$ cat config.mk
export PLATFORM = sky130hd
export DESIGN_NAME = cbus_write_guard
export DESIGN_NICKNAME = d
export VERILOG_FILES = /design/src/rtl/cbg_pkg.sv /design/src/rtl/cbg_parity.sv /design/src/rtl/cbg_addr_class.sv /design/src/rtl/cbg_regfile.sv /design/src/rtl/cbus_write_guard.sv
export SDC_FILE = /design/constraint.sdc
export NUM_CORES = 1
export LEC_CHECK = 0
export ABC_AREA = 1
export BUFFER_PORTS_ARGS = -buffer_cell sky130_fd_sc_hd__buf_2
export CAP_MARGIN = 10
export CORE_ASPECT_RATIO = 1.2
export CORE_UTILIZATION = 49
export DETAILED_ROUTE_END_ITERATION = 6
export PLACE_DENSITY_LB_ADDON = 0.15
export SLEW_MARGIN = 10
export SYNTH_ARGS = -nofsm -noshare
export SYNTH_HDL_FRONTEND = slang
export SYNTH_SLANG_ARGS = --single-unit
$ cat constraint.sdc
create_clock -name clk -period 4.6 [get_ports clk]
set_input_delay 0.46 -clock clk [delete_from_list [all_inputs] [get_ports clk]]
set_output_delay 0.46 -clock clk [all_outputs]
set_load 0.02 [all_outputs]
$ cat src/rtl/cbg_pkg.sv
package cbg_pkg;
    typedef enum logic [0:0] {ST_IDLE, ST_EVAL} cbg_state_t;

    function automatic logic addr_is_ro(input logic [4:0] a);
        case (a)
            5'h08, 5'h0F, 5'h10, 5'h13, 5'h14,
            5'h16, 5'h18, 5'h19, 5'h1E, 5'h1F: addr_is_ro = 1'b1;
            default:                           addr_is_ro = 1'b0;
        endcase
    endfunction
endpackage

$ cat src/rtl/cbg_parity.sv
module cbg_parity #(
    parameter int DATA_W = 8
) (
    input  logic              chk_en,
    input  logic [DATA_W-1:0] data,
    input  logic              par,
    output logic              ok
);
    logic odd_ones;
    assign odd_ones = ^{data, par};
    assign ok = !chk_en || odd_ones;
endmodule

$ cat src/rtl/cbg_addr_class.sv
module cbg_addr_class #(
    parameter int ADDR_W = 5
) (
    input  logic [ADDR_W-1:0] addr,
    output logic              is_ro,
    output logic              is_guard,
    output logic [ADDR_W-1:0] cmp_addr
);
    always_comb begin
        is_ro    = cbg_pkg::addr_is_ro(addr);
        is_guard = 1'b1;
        cmp_addr = '0;
        unique case (addr)
            ADDR_W'(5'h02): cmp_addr = ADDR_W'(5'h1A);
            ADDR_W'(5'h04): cmp_addr = ADDR_W'(5'h1B);
            ADDR_W'(5'h09): cmp_addr = ADDR_W'(5'h1C);
            ADDR_W'(5'h0A): cmp_addr = ADDR_W'(5'h1D);
            default:        is_guard = 1'b0;
        endcase
    end
endmodule

$ cat src/rtl/cbg_regfile.sv
module cbg_regfile #(
    parameter int DATA_W   = 8,
    parameter int ADDR_W   = 5,
    parameter int FLAG_REG = 2,
    parameter int FLAG_BIT = 3
) (
    input  logic              clk,
    input  logic              rst_n,
    input  logic              we,
    input  logic [ADDR_W-1:0] waddr,
    input  logic [DATA_W-1:0] wdata,
    input  logic              flag_set,
    input  logic [ADDR_W-1:0] ra_bus,
    output logic [DATA_W-1:0] rd_bus,
    input  logic [ADDR_W-1:0] ra_cur,
    output logic [DATA_W-1:0] rd_cur,
    input  logic [ADDR_W-1:0] ra_cmp,
    output logic [DATA_W-1:0] rd_cmp
);
    localparam int DEPTH = 1 << ADDR_W;

    logic [DATA_W-1:0] mem [DEPTH];

    for (genvar i = 0; i < DEPTH; i++) begin : g_ent
        if (i == FLAG_REG) begin : g_flag
            always_ff @(posedge clk or negedge rst_n) begin
                if (!rst_n)
                    mem[i] <= '0;
                else if (we && waddr == ADDR_W'(i))
                    mem[i] <= wdata;
                else if (flag_set)
                    mem[i][FLAG_BIT] <= 1'b1;
            end
        end else begin : g_plain
            always_ff @(posedge clk or negedge rst_n) begin
                if (!rst_n)
                    mem[i] <= '0;
                else if (we && waddr == ADDR_W'(i))
                    mem[i] <= wdata;
            end
        end
    end

    assign rd_bus = mem[ra_bus];
    assign rd_cur = mem[ra_cur];
    assign rd_cmp = mem[ra_cmp];

    // the flag is cleared only by a write to its register
    p_flag_sticky_r8: assert property (@(posedge clk) disable iff (!rst_n)
        (mem[FLAG_REG][FLAG_BIT] && !(we && waddr == ADDR_W'(FLAG_REG)))
            |=> mem[FLAG_REG][FLAG_BIT]);

    // the commit port never targets a read-only address
    p_no_ro_write_r3: assert property (@(posedge clk) disable iff (!rst_n)
        we |-> !(waddr inside {5'h08, 5'h0F, 5'h10, 5'h13, 5'h14,
                               5'h16, 5'h18, 5'h19, 5'h1E, 5'h1F}));
endmodule

$ cat src/rtl/cbus_write_guard.sv
module cbus_write_guard #(
    parameter int DATA_W   = 8,
    parameter int ADDR_W   = 5,
    parameter int FLAG_REG = 2,
    parameter int FLAG_BIT = 3
) (
    input  logic              clk,
    input  logic              rst_n,
    input  logic              par_chk_en,
    input  logic              wr_en,
    input  logic [ADDR_W-1:0] addr,
    input  logic [DATA_W-1:0] wdata,
    input  logic              wpar,
    output logic [DATA_W-1:0] rdata,
    output logic              evt_par_err,
    output logic              evt_reject,
    output logic              evt_inhibit
);
    import cbg_pkg::*;

    cbg_state_t        state_q, state_d;
    logic [ADDR_W-1:0] q_addr;
    logic [DATA_W-1:0] q_data;
    logic              q_par_ok;
    logic              par_ok;
    logic              q_ro, q_guard;
    logic [ADDR_W-1:0] q_cmp_addr;
    logic [DATA_W-1:0] cur_val, cmp_val;
    logic              commit, flag_set;

    cbg_parity #(.DATA_W(DATA_W)) u_par (
        .chk_en (par_chk_en),
        .data   (wdata),
        .par    (wpar),
        .ok     (par_ok)
    );

    cbg_addr_class #(.ADDR_W(ADDR_W)) u_cls (
        .addr     (q_addr),
        .is_ro    (q_ro),
        .is_guard (q_guard),
        .cmp_addr (q_cmp_addr)
    );

    cbg_regfile #(
        .DATA_W(DATA_W), .ADDR_W(ADDR_W),
        .FLAG_REG(FLAG_REG), .FLAG_BIT(FLAG_BIT)
    ) u_rf (
        .clk      (clk),
        .rst_n    (rst_n),
        .we       (commit),
        .waddr    (q_addr),
        .wdata    (q_data),
        .flag_set (flag_set),
        .ra_bus   (addr),
        .rd_bus   (rdata),
        .ra_cur   (q_addr),
        .rd_cur   (cur_val),
        .ra_cmp   (q_cmp_addr),
        .rd_cmp   (cmp_val)
    );

    // next-state logic
    always_comb begin
        state_d = state_q;
        unique case (state_q)
            ST_IDLE: if (wr_en) state_d = ST_EVAL;
            ST_EVAL: state_d = wr_en ? ST_EVAL : ST_IDLE;
            default: state_d = ST_IDLE;
        endcase
    end

    // state register and write capture
    always_ff @(posedge clk or negedge rst_n) begin
        if (!rst_n) begin
            state_q  <= ST_IDLE;
            q_addr   <= '0;
            q_data   <= '0;
            q_par_ok <= 1'b1;
        end else begin
            state_q <= state_d;
            if (wr_en) begin
                q_addr   <= addr;
                q_data   <= wdata;
                q_par_ok <= par_ok;
            end
        end
    end

    // outputs: verdict on the captured write
    always_comb begin
        evt_par_err = 1'b0;
        evt_reject  = 1'b0;
        evt_inhibit = 1'b0;
        commit      = 1'b0;
        unique case (state_q)
            ST_IDLE: ;
            ST_EVAL: begin
                if (!q_par_ok)
                    evt_par_err = 1'b1;
                else if (q_ro)
                    evt_reject = 1'b1;
                else if (q_guard && cur_val != cmp_val)
                    evt_inhibit = 1'b1;
                else
                    commit = 1'b1;
            end
            default: ;
        endcase
        flag_set = evt_inhibit;
    end

    // a write yields at most one event
    p_evt_onehot_r10: assert property (@(posedge clk) disable iff (!rst_n)
        $onehot0({evt_par_err, evt_reject, evt_inhibit}));

    // no event without a write sampled on the previous edge
    p_quiet_no_write_r9: assert property (@(posedge clk) disable iff (!rst_n)
        !wr_en |=> !(evt_par_err || evt_reject || evt_inhibit));

    // a parity failure with checking on is reported next cycle
    p_par_detect_r4: assert property (@(posedge clk) disable iff (!rst_n)
        (wr_en && par_chk_en && !(^{wdata, wpar})) |=> evt_par_err);

    // with checking off no parity event follows
    p_par_off_r5: assert property (@(posedge clk) disable iff (!rst_n)
        (wr_en && !par_chk_en) |=> !evt_par_err);
endmodule

* Yosys cells after proc, flatten, opt, wreduce, memory -nomap -nowiden
Memories as Yosys holds them, arrays and structs flattened.
Index checks and enable logic that the tools add are counted.
Widths: inputs -> output; s select.
** Storage, ports and cells
- Register bits after elaboration :: 271
- Bits in read-only memories :: 32
- Input port bits :: 18
- Output and inout port bits :: 11
- Logic and storage cells :: 142
- Memories :: 1
** Cells by class
- Magnitude comparators :: 3
- Equality and inequality tests :: 32
- Mux-type cells :: 27
- Bitwise gates (word level) :: 3
- Reduce and logical (&&, ||, !) cells :: 39
** Memory list
- (no name shown) :: depth 32, width 1, read ports 1, clocked after Yosys merged registers in 0, write ports 0, RTL line cbg_pkg.sv:5 : case (a)
** Operator list (count)
- $bmux 8 s5 :: 3
- $eq 5x5->1 const B :: 16
- $mux 8 :: 6
- $eq 5x4->1 const B :: 8
- $logic_and 1x1->1 :: 33
- $eq 5x3->1 const B :: 4
- $pmux 5 s4 :: 1
- $ge 6x6->1 const B :: 3
- $not 5->6 :: 3
- $mux 1 :: 17
- $eq 5x2->1 const B :: 2
- $reduce_xor 9->1 :: 1
- $ne 8x8->1 :: 1
- $eq 5x1->1 const B :: 1
- $logic_not 5->1 :: 1
- $reduce_or 4->1 :: 1
- $reduce_bool 2->1 :: 1
- $logic_not 1->1 :: 1
- $logic_or 1x1->1 :: 1

* Logic depth before layout (Yosys ltp)
Gate-level depths: netlist of the first run.
- Depth after elaboration :: 14
- Mapped depth :: 22

* Hierarchy
Synthesis of the first run repeated with hierarchy kept, for this count alone.
** Unflattened totals
- Cell total of the unflattened synthesis :: 2868
- Area total of the unflattened synthesis :: 18223.7 um^2
** Modules (own cells, without submodules)
- cbg_regfile :: instances 1, cells an instance 2728, area an instance 17115.2 um^2, seq. area each 6406.1 um^2
- cbus_write_guard :: instances 1, cells an instance 72, area an instance 767.0 um^2, seq. area each 376.6 um^2
- cbg_addr_class :: instances 1, cells an instance 34, area an instance 185.2 um^2, seq. area each 0.0 um^2
- cbg_parity :: instances 1, cells an instance 34, area an instance 156.4 um^2, seq. area each 0.0 um^2

* Worst setup path before layout of the first run
No wires, ideal clock.
- Path kind :: register -> register
- Start :: register q_addr[0]
- End :: register u_rf.mem[112] (netlist bit)
- Library setup time :: 118 ps
- Data arrival time :: 3057 ps
- Required time :: 4482 ps
- Setup slack :: 1425 ps
- Cell stages (with the launch flop) :: 22
- Path buffers :: 4
- Clock period less this slack :: 3175 ps
- Cell sequence :: dfrtp_1 -> clkinv_1 -> clkbuf_1 -> clkbuf_1 -> ha_1 -> nand3_1 -> nor2_1 -> clkbuf_1 -> a21oi_1 -> nand2_1 -> nand3_1 -> nand2_1 -> nand2_1 -> nand2_1 -> nand2_1 -> nor2_1 -> nand2_1 -> nand2_4 -> buf_4 -> nand3_2 -> nand2_1 -> nand2_1
** Between the ends
- Word-level cells in the longest chain between the ends :: 13
** Ends and longest elaborated chain
- start: declaration :: RTL line cbus_write_guard.sv:22 : logic [ADDR_W-1:0] q_addr;
- start signal: assignment :: RTL line cbus_write_guard.sv:83 : q_addr <= addr;
- $eq 5x4->1 (tied with other cells) :: RTL line cbg_addr_class.sv:13 : unique case (addr)
- $pmux 5 s4 :: RTL line cbg_addr_class.sv:13
- $not 5->6 (implied by the code) :: RTL line cbg_regfile.sv:46 : assign rd_cmp = mem[ra_cmp];
- $bmux 8 s5 :: RTL line cbg_regfile.sv:46
- $mux 8 (implied by the code) (2 in a row) :: RTL line cbg_regfile.sv:46
- $ne 8x8->1 :: RTL line cbus_write_guard.sv:103 : else if (q_guard && cur_val != cmp_val)
- $logic_and 1x1->1 :: RTL line cbus_write_guard.sv:103
- $mux 1 :: RTL line cbus_write_guard.sv:103
- $mux 1 :: RTL line cbus_write_guard.sv:101 : else if (q_ro)
- $mux 1 :: RTL line cbus_write_guard.sv:99 : if (!q_par_ok)
- $mux 1 :: RTL line cbus_write_guard.sv:96 : unique case (state_q)
- $logic_and 1x1->1 * :: RTL line cbg_regfile.sv:38 : else if (we && waddr == ADDR_W'(i))
- end signal: indexed assignment :: RTL line cbg_regfile.sv:39 : mem[i] <= wdata;
- end: declaration :: RTL line cbg_regfile.sv:22 : logic [DATA_W-1:0] mem [DEPTH];
Every way passes the cells marked *; elsewhere a longest branch is shown, timed or not. The select of a mux whose other input is x is not followed.
A chain may end at the register's enable or synchronous reset.

* Worst setup path after layout of the first run
- Start :: register q_addr[0]
- End :: output evt_inhibit
** Between the ends
- Word-level cells in the longest chain between the ends :: 12
** Ends and longest elaborated chain
- $eq 5x4->1 (tied with other cells) :: RTL line cbg_addr_class.sv:13
- $pmux 5 s4 :: RTL line cbg_addr_class.sv:13
- $not 5->6 (implied by the code) :: RTL line cbg_regfile.sv:46
- $bmux 8 s5 :: RTL line cbg_regfile.sv:46
- $mux 8 (implied by the code) (2 in a row) :: RTL line cbg_regfile.sv:46
- $ne 8x8->1 :: RTL line cbus_write_guard.sv:103
- $logic_and 1x1->1 :: RTL line cbus_write_guard.sv:103
- $mux 1 :: RTL line cbus_write_guard.sv:103
- $mux 1 * :: RTL line cbus_write_guard.sv:101
- $mux 1 * :: RTL line cbus_write_guard.sv:99
- $mux 1 * :: RTL line cbus_write_guard.sv:96
- end: declaration :: RTL line cbus_write_guard.sv:17 : output logic evt_inhibit
Marked as above.

==> results.txt, run 1 <==
The fraction of the core area covered by cells at the end of the flow is around 54%. The count of final hold-check violations is 0. The via count normalized by instance count came out at around 6.3. Of the total power, the share spent switching nets is between 30% and 40%. The initial utilization of the core area, before any placement, comes to between 50% and 60%. The height of the chip is approximately 210 µm.

The TritonCTS clock tree is yes. For this run, the detailed router's first-pass iteration total came to 7. The largest individual stage delay along the critical path comes from the cell dfrtp_4. The total routed wirelength came out at around 66 mm.

The number of global-route vias before repair came out at between 15000 and 20000. The delay contributed by the slowest stage of the critical path is ~580 ps. The worst endpoint data arrival time is ~3900 ps.

The worst hold path belongs to the class primary input to register. dfrtp_1 takes more of the synthesized area than any other cell. A synthesized cell averages between 6 and 7 µm². The number of max-slew violations in the final report is 0. The layout filler cell count came out at 3373. The flow ran to the end, but the final reports show violations. 29 I/O pins were placed. Adding up every negative setup slack in the final design gives 0 ps.

The static leakage came out at 9.15 nW. The count of buffer and inverter cells on the critical path is 4. The final clock skew came out at approximately 18 ps. The number of cell instances on the worst register-to-register path is 19.

Setup violations remaining at the end of the flow were counted as 0. The required time of the critical path is approximately 4100 ps. The clock network is responsible for between 30% and 40% of the overall power.

The register-to-register setup slack came out at 570 ps. The peak clock frequency supported by timing came out at approximately 230 MHz. The mapped netlist covers between 0.015 and 0.02 mm². Broken down by cell family, the worst path's largest delay share belongs to buffers and inverters. The number of distinct library cell variants in the gate-level netlist after synthesis is 36.

The power density over the cells came out at 425 mW/mm². The peak fanout along the critical path came out at 75. The violation count after the first detailed-route iteration is 2538. In this run the power spent charging and discharging nets is 0.00302 W. The number of placement rows is between 70 and 80. The clock-pin transition on the worst setup and hold timing paths came out at ~60 ps. The type of origin of the critical path is a register. The fraction of final layout cells with drive strength greater than 1 is 8.61%.

Traced cell by cell, the critical path runs through buf_4 > ha_1 > inv_2 > o22ai_1 > o21ai_0 > and3_4 > nand3_1 > inv_1 > buf_2. The slew at the pin closest to its max-slew limit came out at about 1200 ps. Summed over all layers, the global routing overflow is 0. In this run the number of H-tree levels came out at 1. Buffers placed on the I/O ports in this run total 28. The clock period could shrink to around 4300 ps. The maximum number of buffers from clock root to sink is 3.

From synthesis to final layout, the design area changed by 8.58%. The final reports fail on DRC. Global routing used between 30% and 40% of the available tracks. STA classifies the critical path endpoint as a primary output. The worst supply voltage drop on vdd is between 0.3 and 0.4 mV. The sequential element share of the synthesized area is between 30% and 40%.

Entering global routing, the biggest net connects between 90 and 100 pins. The flip-flop and latch count after synthesis came out at 271. Routability-driven placement finished with a final weighted congestion of ~1.0. In this run the clock root is driven by a clkbuf_16. At the end of the flow, the number of nets in the layout was between 2000 and 2500. The area enclosed by the die boundary came out at about 0.036 mm². The remaining routing DRC violations is 1. For this run, the number of Yosys warnings is 0. The top cell types in the final layout, fill and taps aside, are nand2_1, dfrtp_1, nand4_1, nor2_1, o21ai_0. Clock tree synthesis inserted a total of 30 buffers. The headroom to the max-slew limit came out at 18.6%. Synthesis produced a netlist whose cell count is 2521. The worst-skew pair later-pin latency came out at between 500 and 600 ps.

The core outline area is 0.0344 mm². The most common cell after layout, fill and taps aside is nand2_1. The worst path uses approximately 94% of the clock period. The number of antenna violations at the first check in global routing came out at 2. The routed wirelength normalized by instance count is between 20 and 25 µm. The number of cells traversed by the worst hold path is 3. In this run the critical register-to-register path is launched from q_addr[0]. Setup repair after global routing left no endpoint under its margin. The wire length of the first global-routing pass is 102 mm. The endpoint identified for the worst register-to-register timing path is u_rf.mem[16]. The number of nets handed over by synthesis was about 2500. The number of violations of the max-capacitance limit came out at 0. The worst hold path terminates at q_data[4]. After synthesis, the cell types taking the most area are dfrtp_1, nand2_1, nand4_1, o21ai_0, nand3_1.

The horizontal die dimension is between 150 and 200 µm. The top cell type by area accounts for 39.2% of the synthesized area. In this run, the combinational gates consume between 20% and 30% of the power. The setup path with the least slack is of type register to primary output. The post-DP HPWL is around 44 mm. The cell internal power dissipation is approximately 0.0049 W. The start point of the worst min-delay path is wdata[4].

The via total after detailed routing is 18400. The residual antenna-violating net count after detailed routing is 0. The CTS sink count is about 270. The tightest hold path in the finished design has a slack of 110 ps. The sequential group share of total power is 42.2%.
[synth_stat cells, drive strengths merged]
cell type / n
nand4: 245
clkbuf: 149
a32o: 1
nand2: 939
o22ai: 10
dfrtp: 270
inv: 77
o2bb2ai: 1
ha: 4
nor3: 28
nor2: 210
o211ai: 15
nand3: 196
xnor2: 4
a21oi: 55
o221ai: 32
dfstp: 1
xor2: 4
a32oi: 7
and3: 1
nand3b: 2
buf: 65
o21ai: 190
clkinv: 6
a31oi: 9
[tightest hold or removal path: stages]
cell	delay (ps)
buf_2	100
nand2_1	40
nand2_1	50
[cell type report]
cell class	count	area [µm²]	share of cell area, %
clock inverters	12	124	0.662
clock buffers	42	887	4.74
diodes	1	2.50	0.0134
flip-flops and latches	271	6790	36.3
repair buffers	112	896	4.79
multi-input cells	1953	9120	48.8
inverters	83	315	1.69
well taps	456	571	3.05
[repair_timing]
item / 4_1_cts / 5_1_grt
setup buffers: 0 / 0
hold buffers: 1 / 0
endpoints found under the hold margin: 87 / 0
resized for setup: 0 / 1
setup endpoints to repair: 0 / 1
[power by group through the flow]
stage	sequential (W)	clock [W]	combinational, W
finish	0.00335	0.00249	0.00211
global route	0.00338	0.00261	0.00234
CTS	0.00333	0.00251	0.00207
detailed placement	0.00336	0	0.00206
global placement	0.00336	0	0.00203
floorplan	0.00311	0	0.00149
[sequential cells by signal (all words and copies together) (netlist names)]
register	flops
state_q	1
q_addr	5
q_par_ok	1
u_rf.mem	256
q_data	8
[logic make-up (layout without fill, tap and decap cells)]
| group | Yosys count | after routing | share of synthesized area (%) |
|---|---|---|---|
| compound gates | 320 | 320 | 10.6 |
| buf+inv | 297 | 249 | 7.79 |
| fa+ha+maj | 4 | 4 | 0.291 |
| xor+xnor | 8 | 8 | 0.407 |
| other cells | 0 | 1 | 0 |
| simple gates | 1621 | 1621 | 41.6 |
| flops | 271 | 271 | 39.4 |
[worst max-delay path by stage]
stage,from,endpoint,slack [ps],cells past startpoint
after global routing,q_addr[0],evt_inhibit,50,18
after floorplan,q_addr[0],u_rf.mem[112],1430,21
after detailed placement,q_addr[0],u_rf.mem[86],520,20
final,q_addr[0],evt_inhibit,270,9
after global placement,q_addr[0],u_rf.mem[85],590,20
after CTS,q_addr[0],evt_inhibit,230,18
[stage by stage]
| step | power (W) | cell area (µm²) | worst slack (ps) | std cells |
|---|---|---|---|---|
| after floorplan | 0.00460 | 17200 | 1430 | 2521 |
| after global placement | 0.00539 | 17700 | 586 | 2873 |
| after detailed placement | 0.00542 | 17700 | 517 | 2873 |
| after CTS | 0.00790 | 18700 | 226 | 2928 |
| after global routing | 0.00833 | 18700 | 51.9 | 2929 |
| final | 0.00795 | 18700 | 267 | 2930 |
[metal layers]
| metal | up-vias | part of all wire, % | GRT usage, % |
|---|---|---|---|
| li1 | 8374 | - | - |
| met1 | 8820 | 40 | 49.5 |
| met2 | 1038 | 47 | 58.5 |
| met3 | 177 | 8.5 | 5.13 |
| met4 | 0 | 4.4 | 15.2 |
| met5 | - | 0 | 0 |
(Power assumes the default switching activity.)
==> run 2: changes to the inputs <==
Settings changed: CORE_MARGIN set to 1.5, MAX_ROUTING_LAYER set to met4.
==> run 2 against run 1 <==
  * The flow now finishes without violations
  * Via count decreased by 1.1%
  * Design area fell by 0.31%
  * Sequential cell count unchanged
  * Critical path depth rose by 1
  * Setup slack better by 14 ps
  * First-iteration DRC count is 0.95% lower
  * Register-to-register slack about the same
  * Cell count fell by 0.14%
  * Power down 0.80%
  * Non-clock buffer count decreased by 6
  * Sequential share of layout area grew 0.10 points
  * Clock skew about the same
  * Critical endpoint unchanged
  * Largest cell class unchanged
  * Largest power group unchanged
==> results.txt, run 2 (same netlist as run 1, synthesis figures left out) <==
The number of cells traversed by the worst hold path came out at 3 (unchanged). The residual antenna-violating net count after detailed routing came to 0 (unchanged). The number of nets in the layout is 2466 (-0.28%). In this run the most critical hold path is launched from wdata[6]. The non-filler instance count after layout came out at 2926 (-0.14%). The number of cell instances on the worst register-to-register path is 19 (unchanged). The delay contributed by the slowest stage of the critical path came out at 680 ps (+100 ps). Setup repair after global routing left no endpoint under its margin. In this run the worst setup path begins at q_addr[2].

The via total after detailed routing came to 18200 (-1.1%). The flip-flop count of the largest register, all copies and words added is 256 (unchanged). The number of cells upsized or downsized after cts came out at 0 (unchanged). The slowest stage of the critical path is the and3_4 cell. The maximum number of buffers from clock root to sink came out at 3 (unchanged).

The worst-skew pair later-pin latency is 580 ps (about the same). The TritonCTS clock tree is yes. Counting flops per register, the top entry is u_rf.mem. The worst supply voltage drop on vdd is 0.254 mV (-18%). In this run the clock root is driven by a clkbuf_16. The depth of the CTS H-tree is 1 (unchanged). The net switching power was 0.00295 W (-2.3%). The total routed wirelength is 66.4 mm (+0.52%). The total negative slack is 0 ps (unchanged).

The static leakage came to 9.12 nW (-0.34%). The wire length of the first global-routing pass came out at 102 mm (-0.20%). Leaving out fill and tap cells, the most frequent cells in the layout are nand2_1, dfrtp_1, nand4_1, nor2_1, o21ai_0. The total of endpoints with negative setup slack in the final report came out at 0 (unchanged).

The largest registers in the layout are u_rf.mem x256, q_data x8, q_addr x5. Traced cell by cell, the critical path runs through nand2_1 > inv_1 > nand2_1 > o21ai_0 > o21ai_0 > o21ai_0 > and3_4 > nand3_1 > inv_1 > buf_2. The sequential group share of total power is 42.1% (about the same).

The flow ran to the end, and the final reports show no timing, DRC or antenna violations. The power density over the cells is 423 mW/mm² (-0.49%). The headroom to the max-slew limit came out at 15.1% (-3.5 points). The number of top-level pins came to 29 (unchanged). The routed wirelength normalized by instance count is 22.7 µm (+0.66%). The CTS sink count came out at 271 (unchanged). The area taken by flip-flops and latches is 0.00679 mm² (about the same). The post-DP HPWL is 43.3 mm (-1.8%).

The peak fanout along the critical path is 26 (-65%). The violation count after the first detailed-route iteration came out at 2514 (-0.95%). The global route total overflow came to 0 (unchanged). The maximum number of pins on one net before global-route repair is 148 (+51%). The cell internal power dissipation came out at 0.00493 W (about the same).

The global router's overall resource usage is 37.5% (+1.1 points). The layout filler cell count is 3396 (+0.68%). The routability congestion estimate came out at 0.954 (-5.6%). The number of antenna violations at the first check in global routing came out at 1 (-1).

The fraction of final layout cells with drive strength greater than 1 was 8.08% (-0.53 points). The slew at the pin closest to its max-slew limit came out at 1260 ps (+52.0 ps). The time the final worst path needs with I/O delays and setup came to 4320 ps (-14.4 ps). The remaining routing DRC violations is 0 (-1). The worst setup path is launched from a register. The core outline area is 0.0348 mm² (+1.4%). STA classifies the critical path endpoint as a primary output. The number of buffers inserted to repair setup after CTS is 0 (unchanged).

The number of placement rows is 75 (+1.4%). The most numerous cell type found on the critical path is o21ai_0. The clock network fraction of design power came to 31.1% (-0.2 points).

The via count normalized by instance count is 6.22 (-1.0%). The worst register-to-register path begins at q_addr[1]. In this run the worst hold path is classified as primary input to register. The number of I/O port buffers is 28 (unchanged). The effective utilization at floorplan came out at 49.5% (-0.67 points). The area growth from synthesis to layout is 8.24%. The required time of the critical path is 4140 ps (about the same).

The switching fraction of total power is 37.5% (-0.56 points). The final clock period utilization by the worst path was 93.9% (-0.31 points). The peak clock frequency supported by timing is 232 MHz (+0.33%). The count of final hold-check violations came out at 0 (unchanged). The area enclosed by the die boundary was 0.0363 mm² (+1.1%).

The most common cell after layout, fill and taps aside is nand2_1. The worst endpoint data arrival time is 3860 ps (about the same). The number of global-route vias before repair is 16700 (+0.21%). The worst setup path is of the register to primary output kind. The power share of the combinational group is 26.8% (+0.3 points). The height of the chip came out at 208 µm (+0.48%). The number of max-slew violations in the final report came out at 0 (unchanged). The total CTS buffers was 29 (-3.3%). The final clock skew came out at 17.9 ps (-0.464 ps). The clock-pin transition on the worst setup and hold timing paths came out at 60 ps (about the same).

The horizontal die dimension is 174 µm (+0.58%). The number of violations of the max-capacitance limit came out at 0 (unchanged). The cell count after placement is 2873 (unchanged). The total area of multi-input combinational cells came out at 0.00913 mm² (about the same). The number of detailed-route iterations in the first pass came to 6 (-1).
## run 2: changes by cell type in the layout (fill, tap and decap cells not counted), moves of 2 or more
cell and change:
dfrtp_1 +2, nor3_1 -2, buf_4 -7, clkbuf_16 -2, dfrtp_2 -2, clkinv_2 -4, clkinvlp_4 -4, clkbuf_1 +4
nor3_2 +2, clkbuf_8 +2
## run 2: repair_timing
item,CTS,global route
endpoints found under the hold margin,5,0
setup endpoints to repair,0,0
hold buffers,1,0
## run 2: stage by stage
step	cell area (µm²)	hold slack (ps)	power, W	worst slack [ps]	utilization, %
2_1_floorplan	17200	164	0.00460	1430	-
3_3_place_gp	17600	384	0.00535	777	50.7
3_5_place_dp	17600	388	0.00539	703	50.7
4_1_cts	18600	106	0.00784	386	53.5
5_1_grt	18600	125	0.00827	144	53.6
6_report	18600	119	0.00788	281	53.6
## run 2: layer usage
metal	global-route usage (%)	part of all wire [%]	vias up	wire, µm
met1	49.8	41	8619	27000
met3	4.77	8.6	237	5680
met5	-	0	-	0
li1	-	-	8345	-
met2	56.5	45	997	29800
met4	19.0	5.9	0	3900
## run 2: final timing paths
path	to	slack, ps
worst max-delay path	evt_inhibit	280
worst min-delay path	q_data[6]	120
worst max register to register	u_rf.mem[64]	560
worst min register to register	u_rf.mem[131]	400
max in group asynchronous	u_rf.mem[97]	2900
min in group asynchronous	u_rf.mem[207]	530
## run 2: final cells by class
type                            instances  share of cell area [%]
Multi-Input combinational cell       1953                    48.9
Clock inverter                          4                   0.510
Inverter                               83                    1.69
Tap cell                              462                    3.10
Antenna cell                            1                  0.0134
Clock buffer                           46                    4.72
Timing Repair Buffer                  106                    4.63
Sequential cell                       271                    36.4
## run 2: power groups by stage
stage	registers (W)	clock network, W	logic [W]
CTS	0.00329	0.00248	0.00207
finish	0.00332	0.00245	0.00211
floorplan	0.00311	0	0.00149
detailed placement	0.00332	0	0.00207
global route	0.00336	0.00257	0.00235
global placement	0.00332	0	0.00203
## run 2: worst max-delay path: cells and delay by family, from the launching register on
family	cells	cell delay (ps)
AND/OR/NAND/NOR	4	1500
buffers and inverters	3	780
flip-flops	1	490
AO/OA/AOI/OAI	3	490
